`config.mk`:
```
export PLATFORM = sky130hd
export DESIGN_NAME = exc_entry_ctrl
export DESIGN_NICKNAME = d
export VERILOG_FILES = /design/src/rtl/exc_entry_pkg.sv /design/src/rtl/exc_classify.sv /design/src/rtl/exc_vector_gen.sv /design/src/rtl/exc_save_gen.sv /design/src/rtl/exc_entry_ctrl.sv
export SDC_FILE = /design/constraint.sdc
export NUM_CORES = 1
export LEC_CHECK = 0
export CAP_MARGIN = 40
export CORE_ASPECT_RATIO = 1.75
export CORE_MARGIN = 2
export CORE_UTILIZATION = 45
export CTS_CLUSTER_DIAMETER = 150
export DETAILED_ROUTE_END_ITERATION = 10
export DONT_BUFFER_PORTS = 1
export MAX_ROUTING_LAYER = met4
export PLACE_DENSITY = 0.67
export SYNTH_ARGS = -nofsm -noshare
export SYNTH_HDL_FRONTEND = slang
export SYNTH_SLANG_ARGS = --single-unit
```
`constraint.sdc`:
```
create_clock -name clk_i -period 1.1 [get_ports clk_i]
set_input_delay 0.165 -clock clk_i [delete_from_list [all_inputs] [get_ports clk_i]]
set_output_delay 0.165 -clock clk_i [all_outputs]
set_load 0.05 [all_outputs]
```
`src/rtl/exc_entry_pkg.sv`:
```
package exc_entry_pkg;
  localparam int KIND_W = 5;
  localparam int CODE_W = 5;
  localparam int CE_W   = 2;

  typedef enum logic [1:0] {
    CLS_GENERAL,
    CLS_ERRLVL,
    CLS_INVALID
  } exc_cls_e;

  typedef enum logic [1:0] {
    VOFS_DEFAULT,
    VOFS_INTR,
    VOFS_REFILL,
    VOFS_CACHE
  } vofs_e;

  localparam logic [KIND_W-1:0] K_INT   = 5'd0;
  localparam logic [KIND_W-1:0] K_MOD   = 5'd1;
  localparam logic [KIND_W-1:0] K_TLBL  = 5'd2;
  localparam logic [KIND_W-1:0] K_TLBS  = 5'd3;
  localparam logic [KIND_W-1:0] K_ADEL  = 5'd4;
  localparam logic [KIND_W-1:0] K_ADES  = 5'd5;
  localparam logic [KIND_W-1:0] K_IBE   = 5'd6;
  localparam logic [KIND_W-1:0] K_DBE   = 5'd7;
  localparam logic [KIND_W-1:0] K_SYS   = 5'd8;
  localparam logic [KIND_W-1:0] K_BRK   = 5'd9;
  localparam logic [KIND_W-1:0] K_RI    = 5'd10;
  localparam logic [KIND_W-1:0] K_CPU   = 5'd11;
  localparam logic [KIND_W-1:0] K_OVF   = 5'd12;
  localparam logic [KIND_W-1:0] K_TRAP  = 5'd13;
  localparam logic [KIND_W-1:0] K_FPE   = 5'd15;
  localparam logic [KIND_W-1:0] K_NMI   = 5'd20;
  localparam logic [KIND_W-1:0] K_SRST  = 5'd21;
  localparam logic [KIND_W-1:0] K_CACHE = 5'd30;
endpackage

```
`src/rtl/exc_classify.sv`:
```
module exc_classify
  import exc_entry_pkg::*;
(
  input  logic [KIND_W-1:0] kind_i,
  input  logic              exl_i,
  input  logic              iv_i,
  input  logic              refill_i,
  output exc_cls_e          cls_o,
  output vofs_e             vofs_o,
  output logic [CODE_W-1:0] code_o,
  output logic              is_cpu_o,
  output logic              is_nmi_o,
  output logic              is_srst_o
);
  always_comb begin
    cls_o     = CLS_INVALID;
    vofs_o    = VOFS_DEFAULT;
    code_o    = CODE_W'(kind_i);
    is_cpu_o  = 1'b0;
    is_nmi_o  = 1'b0;
    is_srst_o = 1'b0;
    unique case (kind_i)
      K_INT: begin
        cls_o  = CLS_GENERAL;
        vofs_o = iv_i ? VOFS_INTR : VOFS_DEFAULT;
      end
      K_TLBL, K_TLBS: begin
        cls_o  = CLS_GENERAL;
        // dedicated refill slot only outside a nested exception
        vofs_o = (refill_i && !exl_i) ? VOFS_REFILL : VOFS_DEFAULT;
      end
      K_CPU: begin
        cls_o    = CLS_GENERAL;
        is_cpu_o = 1'b1;
      end
      K_CACHE: begin
        cls_o  = CLS_GENERAL;
        vofs_o = VOFS_CACHE;
      end
      K_MOD, K_ADEL, K_ADES, K_IBE, K_DBE, K_SYS, K_BRK, K_RI,
      K_OVF, K_TRAP, K_FPE: begin
        cls_o = CLS_GENERAL;
      end
      K_NMI: begin
        cls_o    = CLS_ERRLVL;
        is_nmi_o = 1'b1;
      end
      K_SRST: begin
        cls_o     = CLS_ERRLVL;
        is_srst_o = 1'b1;
      end
      default: cls_o = CLS_INVALID;
    endcase
  end
endmodule

```
`src/rtl/exc_vector_gen.sv`:
```
module exc_vector_gen
  import exc_entry_pkg::*;
#(
  parameter int              AW             = 32,
  parameter int              EBASE_LSB      = 10,
  parameter logic [AW-1:0]   BOOT_BASE      = 32'hBFC0_0200,
  parameter logic [AW-1:0]   ERRLVL_VEC     = 32'hBFC0_0000,
  parameter logic [AW-1:0]   OFS_DEFAULT    = 32'h0000_0180,
  parameter logic [AW-1:0]   OFS_INTR       = 32'h0000_0200,
  parameter logic [AW-1:0]   OFS_REFILL     = 32'h0000_0000,
  parameter logic [AW-1:0]   OFS_CACHE_BOOT = 32'h0000_0100,
  parameter logic [AW-1:0]   OFS_CACHE_RUN  = 32'h2000_0100
) (
  input  exc_cls_e        cls_i,
  input  vofs_e           vofs_i,
  input  logic            bev_i,
  input  logic [AW-1:0]   ebase_i,
  output logic [AW-1:0]   target_o
);
  localparam logic [AW-1:0] BASE_MASK = {{(AW-EBASE_LSB){1'b1}}, {EBASE_LSB{1'b0}}};

  logic [AW-1:0] base;
  logic [AW-1:0] ofs;

  assign base = bev_i ? BOOT_BASE : (ebase_i & BASE_MASK);

  always_comb begin
    unique case (vofs_i)
      VOFS_INTR:   ofs = OFS_INTR;
      VOFS_REFILL: ofs = OFS_REFILL;
      VOFS_CACHE:  ofs = bev_i ? OFS_CACHE_BOOT : OFS_CACHE_RUN;
      default:     ofs = OFS_DEFAULT;
    endcase
  end

  assign target_o = (cls_i == CLS_ERRLVL) ? ERRLVL_VEC : base + ofs;
endmodule

```
`src/rtl/exc_save_gen.sv`:
```
module exc_save_gen #(
  parameter int AW          = 32,
  parameter int INSTR_BYTES = 4
) (
  input  logic [AW-1:0] pc_i,
  input  logic          in_delay_i,
  output logic [AW-1:0] save_pc_o,
  output logic          bd_o
);
  localparam logic [AW-1:0] STEP = AW'(INSTR_BYTES);

  // return to the branch when faulting in its delay slot
  assign save_pc_o = in_delay_i ? pc_i - STEP : pc_i;
  assign bd_o      = in_delay_i;
endmodule

```
`src/rtl/exc_entry_ctrl.sv`:
```
module exc_entry_ctrl
  import exc_entry_pkg::*;
#(
  parameter int AW          = 32,
  parameter int INSTR_BYTES = 4
) (
  input  logic              clk_i,
  input  logic              rst_ni,
  input  logic              req_i,
  input  logic [4:0]        kind_i,
  input  logic [AW-1:0]     pc_i,
  input  logic              in_delay_i,
  input  logic              refill_i,
  input  logic [1:0]        cop_num_i,
  input  logic              exl_i,
  input  logic              bev_i,
  input  logic              iv_i,
  input  logic [AW-1:0]     ebase_i,
  output logic              redirect_o,
  output logic [AW-1:0]     target_pc_o,
  output logic              epc_we_o,
  output logic [AW-1:0]     epc_o,
  output logic              bd_we_o,
  output logic              bd_o,
  output logic              code_we_o,
  output logic [4:0]        code_o,
  output logic              ce_we_o,
  output logic [1:0]        ce_o,
  output logic              errpc_we_o,
  output logic [AW-1:0]     errpc_o,
  output logic              exl_set_o,
  output logic              erl_set_o,
  output logic              bev_set_o,
  output logic              nmi_set_o,
  output logic              srst_set_o,
  output logic              kernel_o,
  output logic              error_o
);
  exc_cls_e          cls;
  vofs_e             vofs;
  logic [CODE_W-1:0] code_d;
  logic              is_cpu, is_nmi, is_srst;
  logic [AW-1:0]     target_d, save_pc;
  logic              save_bd;

  exc_classify u_cls (
    .kind_i    (kind_i),
    .exl_i     (exl_i),
    .iv_i      (iv_i),
    .refill_i  (refill_i),
    .cls_o     (cls),
    .vofs_o    (vofs),
    .code_o    (code_d),
    .is_cpu_o  (is_cpu),
    .is_nmi_o  (is_nmi),
    .is_srst_o (is_srst)
  );

  exc_vector_gen #(.AW(AW)) u_vec (
    .cls_i    (cls),
    .vofs_i   (vofs),
    .bev_i    (bev_i),
    .ebase_i  (ebase_i),
    .target_o (target_d)
  );

  exc_save_gen #(.AW(AW), .INSTR_BYTES(INSTR_BYTES)) u_save (
    .pc_i       (pc_i),
    .in_delay_i (in_delay_i),
    .save_pc_o  (save_pc),
    .bd_o       (save_bd)
  );

  logic gen_ok, err_ok, bad, fresh;
  assign gen_ok = req_i && (cls == CLS_GENERAL);
  assign err_ok = req_i && (cls == CLS_ERRLVL);
  assign bad    = req_i && (cls == CLS_INVALID);
  assign fresh  = gen_ok && !exl_i;

  always_ff @(posedge clk_i or negedge rst_ni) begin
    if (!rst_ni) begin
      redirect_o  <= 1'b0;
      target_pc_o <= '0;
      epc_we_o    <= 1'b0;
      epc_o       <= '0;
      bd_we_o     <= 1'b0;
      bd_o        <= 1'b0;
      code_we_o   <= 1'b0;
      code_o      <= '0;
      ce_we_o     <= 1'b0;
      ce_o        <= '0;
      errpc_we_o  <= 1'b0;
      errpc_o     <= '0;
      exl_set_o   <= 1'b0;
      erl_set_o   <= 1'b0;
      bev_set_o   <= 1'b0;
      nmi_set_o   <= 1'b0;
      srst_set_o  <= 1'b0;
      kernel_o    <= 1'b0;
      error_o     <= 1'b0;
    end else begin
      redirect_o  <= gen_ok || err_ok;
      target_pc_o <= (gen_ok || err_ok) ? target_d : '0;
      epc_we_o    <= fresh;
      epc_o       <= fresh ? save_pc : '0;
      bd_we_o     <= fresh;
      bd_o        <= fresh && save_bd;
      code_we_o   <= gen_ok;
      code_o      <= gen_ok ? code_d : '0;
      ce_we_o     <= gen_ok && is_cpu;
      ce_o        <= (gen_ok && is_cpu) ? cop_num_i : '0;
      errpc_we_o  <= err_ok;
      errpc_o     <= err_ok ? save_pc : '0;
      exl_set_o   <= fresh;
      erl_set_o   <= err_ok;
      bev_set_o   <= err_ok;
      nmi_set_o   <= err_ok && is_nmi;
      srst_set_o  <= err_ok && is_srst;
      kernel_o    <= fresh || err_ok;
      error_o     <= bad;
    end
  end
endmodule

```
* Yosys cells after proc, flatten, opt, wreduce, memory -nomap -nowiden
Cells that the tools add are included.
** Storage, ports and cells
- Flip-flop bits (word level) :: 113
- Latch bits :: 0
- RAM bits :: 0
- ROM bits :: 0
- Input bits :: 79
- Memories kept :: 0
** Operators by class
- $add $sub $neg :: 2
- Multipliers :: 0
- Divide/modulo/power cells :: 0
- Magnitude comparators :: 0
- Equality and inequality tests :: 22
- Shift operators :: 0
- Multiplexer cells :: 17
- Bitwise logic cells :: 0
- Reductions and logical operators :: 17
** Operators with widths (number)
- 2-to-1 mux 32 bit :: 6
- one-hot mux 32 bit (3 select lines) :: 1
- equality test 5 x 4 -> 1 bit (second input constant) :: 7
- adder 32 bit :: 1
- subtractor 32 x 3 -> 32 bit (second input constant) :: 1
- 2-to-1 mux 30 bit :: 1
- equality test 5 x 3 -> 1 bit (second input constant) :: 4
- OR reduction 16 bit :: 1
- equality test 5 bit (second input constant) :: 3
- equality test 5 x 2 -> 1 bit (second input constant) :: 2
- logical AND 1 bit :: 9
- equality test 2 bit (second input constant) :: 3
- one-hot mux 2 bit (3 select lines) :: 1
- equality test 5 x 1 -> 1 bit (second input constant) :: 1
- zero test 5 bit :: 1
- 2-to-1 mux 5 bit :: 1
- equality test 2 x 1 -> 1 bit (second input constant) :: 2
- 2-to-1 mux 1 bit :: 4
- 2-to-1 mux 2 bit :: 2
- one-hot mux 2 bit (2 select lines) :: 1
- OR reduction 2 bit :: 2
- zero test 2 bit :: 1
- logical OR 1 bit :: 2
- zero test 1 bit :: 1

* Longest topological paths before layout
Gate-level depths: netlist (run 1).
- Depth in word-level cells :: 9
- Mapped depth :: 13
- Depth with buffers taken out :: 11

* By module
From an unflattened synthesis (run 1), not the netlist that was laid out.
** Second synthesis, totals
- Cell total of the unflattened synthesis :: 507
- Area, all modules :: 5233.8 um2
** By module, submodules not included
- exc_entry_ctrl :: instances 1, cells an instance 280, area each 3722.3 um2, sequential area each 2827.7 um2
- exc_vector_gen :: instances 1, cells an instance 116, area each 729.4 um2, sequential area each 0.0 um2
- exc_save_gen :: instances 1, cells an instance 86, area each 624.3 um2, sequential area each 0.0 um2
- exc_classify :: instances 1, cells an instance 25, area each 157.7 um2, sequential area each 0.0 um2

* Least setup slack after synthesis (run 1)
No wires, ideal clock.
- Path type :: input -> register
- Start point :: in kind_i[4]
- End point :: reg target_pc_o[22]
- Library setup time :: 0.084 ns
- Arrival :: 2.478 ns
- Required time :: 1.016 ns
- Slack :: -1.462 ns
- Stages :: 12
- Cells stage by stage :: clkbuf_1 > nor4_1 > nand2_1 > a21o_1 > inv_1 > ha_1 > ha_1 > and4_1 > clkbuf_1 > nand4_1 > or4_1 > a31oi_1
** Between the ends
- Longest elaborated chain between the ends :: 8
- Elaborated cells on any way between the ends :: 35
** Ends and longest elaborated chain
- start: declaration :: RTL line exc_entry_ctrl.sv:10 : input logic [4:0] kind_i,
- equality test 5 x 2 -> 1 bit :: RTL line exc_classify.sv:22 : unique case (kind_i)
- OR reduction 2 bit
- one-hot mux 2 bit (3 select lines) :: RTL line exc_classify.sv:22
- equality test 2 bit / equality test 2 x 1 -> 1 bit (equally long branches) :: RTL line exc_vector_gen.sv:28 : unique case (vofs_i)
- one-hot mux 32 bit (3 select lines) :: RTL line exc_vector_gen.sv:28
- adder 32 bit :: RTL line exc_vector_gen.sv:36 : assign target_o = (cls_i == CLS_ERRLVL) ? ERRLVL_VEC : base + ofs;
- 2-to-1 mux 32 bit :: RTL line exc_vector_gen.sv:36
- 2-to-1 mux 32 bit (*) :: RTL line exc_entry_ctrl.sv:103 : target_pc_o <= (gen_ok || err_ok) ? target_d : '0;
- end signal: assignment :: RTL line exc_entry_ctrl.sv:103
- end: declaration :: RTL line exc_entry_ctrl.sv:20 : output logic [AW-1:0] target_pc_o,
Mark *: on every way between the ends. The rest lies on a longest branch, timed or not.

* Worst setup path in the final report (run 1)
- Start point :: in kind_i[2]
- End point :: reg target_pc_o[21]
The elaborated chain is that of the path after synthesis.

==> run metrics, run 1 <==
RSZ-0062 raised after global routing yes; most used routing layer met2; Seq cells post-synth around 110; placed cell count about 660; Crit path largest cell delay 0.26 ns; grt met2 use approximately half; met3 GRT Util approximately 5.6%; Antenna diodes 0; Placer Congestion approximately 0.80; Synth Area per Inst about 10 um^2; pre-CTS WS -1.10 ns; CTS Root Cell clkbuf_16; Pre-Repair DR Iteration Count 5; total gr overflow 0; NumNets Final between 600 and 700; Cells after Synth 475; period utilization 181%; Die X 83.0 um; detailed-route wire length 15,700 um; crit path cell chain nor4_4 -> nand2_1 -> a21o_1 -> inv_2 -> ha_4 -> ha_4 -> and4_4 -> nand4_1 -> buf_4 -> buf_6 -> o21ai_0 -> a21oi_2; DR vias roughly 4,300; initial antenna violation count 0; Post-synth EDFFs 0; Max Cap Viol 0; mux contribution to synthesized area under 10%; drt via density between 5 and 6; post-synthesis adder-cell area fraction under 10%; worst-path fanout max 11; setup ws final -0.895 ns; fillers roughly 740; overall global routing resource usage about a quarter; Seq/Total Area, Yosys between 50% and 60%; post-route insts no fill between 700 and 800; layout cells sized above 1 between 40 and 50%; prevailing post-synth register cell dfrtp_1; Wirelength per Cell about 21 um; Post-Layout Inst Area approximately 0.0075 mm^2; Cell Area, Synth between 0.004 and 0.005 mm^2; fmax about 500 MHz; Max VDD drop ~0.87 mV; Reg area 0.00274 mm^2; post-layout util 69.9%; CTS tree yes; Num CTS Buffers 9; count of final max-slew check failures 0; number of clock sinks ~110; Row Count 50; Routed Antenna Nets 0; crit end category flop; DRC viols 0; number of synthesis warnings 0; Distinct cells, synth 44; first-pass GRT wire length around 24,000 um; CTS max path bufs 2; Synth Area in Simple Gates between 20 and 30%; CP max stage cell o21ai_0; status complete, but fails checks; met1 Usage GRT between 20% and 30%; Starting Density roughly 46%; vias in the first global route about 4,600; Post-synth ARST share 100%; DP Wirelength 9220 um; Pwr per Cell Area roughly 1200 mW/mm^2; Worst Path Required 1.32 ns; Port Buffers 0; min cycle time layout approximately 2.0 ns; die height around 140 um; Final Hold Fails about 110; post-synthesis compound-gate area fraction under 10%; Area Growth Syn to Fin 52.2%; Startpoint Class input pin; Hold/Removal Path Class input pin to async pin; Setup CP Type input pin to flop; largest family of logic cells by synthesized area simple AND/OR/NAND/NOR gates; CTS H-tree depth 3; final setup fails 72; Multi-input gate area 0.00266 mm^2; Post-Place Cell Area ~0.006 mm^2; Hold Slack -0.489 ns; Worst EP arrival about 2.2 ns; static leakage 3.25 nW; Iter 0 DRT Violations ~170; largest net degree at the start of global routing between 100 and 150; Die ar. between 0.01 and 0.015 mm^2; I/O Pins 196; failing checks hold timing, setup timing; area of the core 0.0107 mm^2; XOR/XNOR Fraction of Synth Area under 10%; Most common cell on crit path ha_4; register clock-pin slew on the reported worst setup and hold paths roughly 0.07 ns
[worst max-delay path: cells and delay by family]
kind,cells,cell delay [ns]
AOI/OAI and AO/OA,3,0.55
adders and majority gates,2,0.28
buffers and inverters,3,0.45
and+or+nand+nor,4,0.76
[stage by stage]
stage / power (mW) / setup TNS (ns) / hold WS [ns]
floorplan: 5.06 / -50.60 / -0.131
global placement: 5.24 / -47.70 / -0.128
detailed placement: 5.25 / -49.35 / -0.129
CTS: 9.22 / -25.94 / -0.506
global route: 9.52 / -32.08 / -0.509
finish: 9.20 / -28.90 / -0.489
[final cells by class]
| class | instances | area share, % |
|---|---|---|
| multi-input combinational | 325 | 35.6 |
| clock inverter | 5 | 1.44 |
| tap | 130 | 2.18 |
| clock buffer | 11 | 3.25 |
| inverter | 12 | 0.603 |
| timing repair buffer | 159 | 20.3 |
| sequential | 106 | 36.6 |
[state kept, by name (all words and copies together), names as in the netlist, 2 cells and up]
register,count
ce_o,2
code_o,5
epc_o,32
errpc_o,32
target_pc_o,25
[worst max path at each step]
stage | start | to | slack, ns
6_report | kind_i[2] | target_pc_o[21]$_DFF_PN0_ | -0.90
5_1_grt | kind_i[2] | target_pc_o[21]$_DFF_PN0_ | -0.96
4_1_cts | kind_i[2] | target_pc_o[23]$_DFF_PN0_ | -0.67
3_5_place_dp | kind_i[2] | target_pc_o[23]$_DFF_PN0_ | -1.10
3_3_place_gp | kind_i[2] | target_pc_o[23]$_DFF_PN0_ | -1.01
2_1_floorplan | kind_i[2] | target_pc_o[22]$_DFF_PN0_ | -1.22
[cell families after synthesis]
group                      after synthesis
DFF                                    106
and+or+nand+nor                        222
other                                    1
muxes                                   23
buffers and inverters                   52
AOI/OAI and AO/OA                       46
xor gates and xnor gates                19
adders and majority gates                6
[metal layers]
layer,routed length (um),up-vias
met4,378,0
met3,851,31
li1,-,1925
met5,0,-
met2,9240,175
met1,5270,2124
[cell usage after synthesis, types with 6 or more instances]
master,instances,area (um^2)
dfrtp_1,106,2650
nor2_1,54,203
clkbuf_1,24,90.1
nand2_1,24,90.1
mux2i_1,23,230
nand3_1,21,105
or3_1,21,131
a21oi_1,19,95.1
and3_1,17,106
nor3_1,14,70.1
inv_1,12,45.0
nand3b_1,12,90.1
buf_4,11,82.6
xnor2_1,11,96.3
nor4_1,9,56.3
o21ai_0,8,40.0
xor2_1,8,70.1
or4_1,7,52.6
and4_1,6,52.6
ha_1,6,75.1
nand4_1,6,37.5
o31ai_1,6,45.0
or2_2,6,37.5
[repair_timing]
item                                    CTS  global route
setup buffers                            10             9
hold endpoints to repair                183           112
endpoints found under the setup margin  141            75
pin swaps                                16            36
cloned                                    1             1
resized for setup                        95            39
hold buffers                             49             1
[placed cells by master (no fill, tap or decap), types with 19 or more instances in the layout]
master | synthesis | final
mux2i_1 | 23 | 23
nand3_1 | 21 | 19
dfrtp_2 | 0 | 69
nand2_1 | 24 | 21
buf_4 | 11 | 79
nor2_1 | 54 | 52
dfrtp_1 | 106 | 37
dlygate4sd3_1 | 0 | 50
buf_6 | 2 | 20
[report_power, final]
part | internal [mW] | switching (mW)
clock network | 2.31 | 1.44
registers | 4.01 | 0.275
logic | 0.508 | 0.655
total | 6.83 | 2.37
No activity file was read; power rests on OpenSTA's default activity.
==> run 2: changes to the inputs <==
- SKIP_LAST_GASP: not set -> 1
==> run 2 against run 1 <==
- the flow still finishes with violations (hold timing, setup timing)
- design area did not move
- non-clock buffer count did not move
- flip-flop and latch count did not move
- largest cell class unchanged
==> run metrics, run 2 (same netlist as run 1, synthesis figures left out) <==
first-pass GRT wire length 23,800 um (unchanged); number of clock sinks 106 (unchanged); failing checks hold timing, setup timing; drt via density 5.73 (+0.73%); Reg area 0.00274 mm^2 (unchanged); Hold Slack -0.494 ns (-0.00493 ns); Pint 6.83 mW (about the same); combinational power share 12.6% (about the same); Startpoint Class input pin; most frequent cells in the layout buf_4, dfrtp_2, nor2_1; overall global routing resource usage 26.5% (about the same); total gr overflow 0 (unchanged); Area Growth Syn to Fin 52.2% (unchanged); Pwr per Cell Area 1230 mW/mm^2 (+0.25%); initial antenna violation count 0 (unchanged); Worst EP arrival 2.20 ns (-0.02 ns); Die X 83.0 um (unchanged); largest net degree at the start of global routing 107 (unchanged); placed cell count 663 (unchanged); Port Buffers 0 (unchanged); layout cells sized above 1 47.1% (unchanged); sequential power share 46.5% (about the same); count of final max-slew check failures 0 (unchanged); vias in the first global route 4,638 (+0.086%); period utilization 179% (-1.9 points); I/O Pins 196 (unchanged); DRC viols 0 (unchanged); Routed Antenna Nets 0 (unchanged); final setup fails 75 (+4.2%); Max Cap Viol 0 (unchanged); Placer Congestion 0.803 (unchanged); Setup CP Type input pin to flop; Regs by FF count epc_o x32, errpc_o x32, target_pc_o x25; Final Hold Fails 107 (unchanged); Num CTS Buffers 9 (unchanged); Row Count 50 (unchanged); Post-Place Cell Area 0.00610 mm^2 (unchanged); Iter 0 DRT Violations 191 (+14%); post-route insts no fill 748 (unchanged); Hold/Removal Path Class input pin to async pin; commonest non-fill, non-tap cell in the layout buf_4; DR vias 4,286 (+0.73%); DP Wirelength 9220 um (unchanged); min cycle time layout 1.97 ns (-0.0207 ns); Die ar. 0.0118 mm^2 (unchanged); static leakage 3.25 nW (about the same); Sw Pwr 2.39 mW (+0.93%); NumNets Final 698 (unchanged); status complete, but fails checks; register clock-pin slew on the reported worst setup and hold paths 0.07 ns (about the same); CTS Root Cell clkbuf_16; Worst Path Required 1.33 ns (about the same); detailed-route wire length 15,800 um (+0.20%); Max VDD drop 0.867 mV (-0.31%); crit end category flop; CTS H-tree depth 3 (unchanged); Wirelength per Cell 21.1 um (+0.20%); Pre-Repair DR Iteration Count 4 (-1); setup ws final -0.874 ns (+0.0207 ns); Post-Layout Inst Area 0.00748 mm^2 (unchanged); Starting Density 45.9% (unchanged); Multi-input gate area 0.00266 mm^2 (unchanged); RSZ-0062 raised after global routing yes; die height 142 um (unchanged); fillers 739 (-0.40%); CTS max path bufs 2 (unchanged); Antenna diodes 0 (unchanged); CTS tree yes; worst-path fanout max 11 (unchanged); sw frac 26.0% (+0.17 points); area of the core 0.0107 mm^2 (unchanged); Clk pwr share 40.9% (+0.2 points); fmax 506 MHz (+1.0%)
run 2: cell counts in the layout (fill, tap and decap cells not counted):
No cell type changed its count.
run 2: worst paths after layout:
check / from / end / slack, ns / depth (start not counted)
worst max-delay path: kind_i[2] / target_pc_o[21]$_DFF_PN0_ / -0.87 / 12
worst min-delay path: rst_ni / errpc_o[8]$_DFF_PN0_ / -0.49 / 0
max in group asynchronous: rst_ni / ce_o[1]$_DFF_PN0_ / 1.45 / 0
min in group clk_i: ebase_i[15] / target_pc_o[15]$_DFF_PN0_ / -0.02 / 2
run 2: critical path, stage by stage:
cell and delay [ns]:
nor4_4 0.24, nand2_1 0.08, a21o_1 0.19, inv_2 0.10
ha_4 0.16, ha_4 0.12, and4_4 0.21, nand4_1 0.22
buf_4 0.24, buf_6 0.11, o21ai_0 0.26, a21oi_2 0.10
run 2: final cells by class:
class                           instances  share of cell area [%]
Multi-Input combinational cell        325                    35.6
Timing Repair Buffer                  159                    20.3
Sequential cell                       106                    36.6
Clock inverter                          5                    1.44
Clock buffer                           11                    3.25
Tap cell                              130                    2.18
Inverter                               12                   0.603
run 2: per-layer routing:
layer | GRT usage, % | wire length (um)
met2 | 49.8 | 9180
met1 | 25.5 | 5190
met3 | 5.92 | 912
met4 | 12.3 | 493
met5 | - | 0
run 2: power groups by stage:
stage               Sequential [mW]  Combinational, mW  Clock, mW
finish                         4.29               1.16       3.77
CTS                            4.29               1.11       3.82
detailed placement             4.35              0.903          0
global placement               4.35              0.888          0
floorplan                      4.52              0.543          0
global route                   4.30               1.23       4.00
run 2: per-stage QoR:
step | power, mW | hold slack, ns | setup WS (ns) | TNS, ns | util, %
final | 9.22 | -0.494 | -0.874 | -28.54 | 69.9
after global routing | 9.53 | -0.511 | -0.955 | -32.00 | 69.9
after CTS | 9.22 | -0.506 | -0.671 | -25.97 | 67.6
after detailed placement | 5.25 | -0.129 | -1.10 | -49.35 | 57.0
after global placement | 5.24 | -0.128 | -1.01 | -47.70 | 57.0
after floorplan | 5.06 | -0.131 | -1.22 | -50.60 | -
run 2: timing repair:
| action | 4_1_cts | 5_1_grt |
|---|---|---|
| setup endpoints to repair | 141 | 76 |
| gates cloned | 1 | 1 |
| hold buffers | 49 | 1 |
| buffers inserted | 10 | 9 |
| gates resized for setup | 93 | 41 |
| endpoints found under the hold margin | 183 | 113 |
| pin swaps | 16 | 35 |
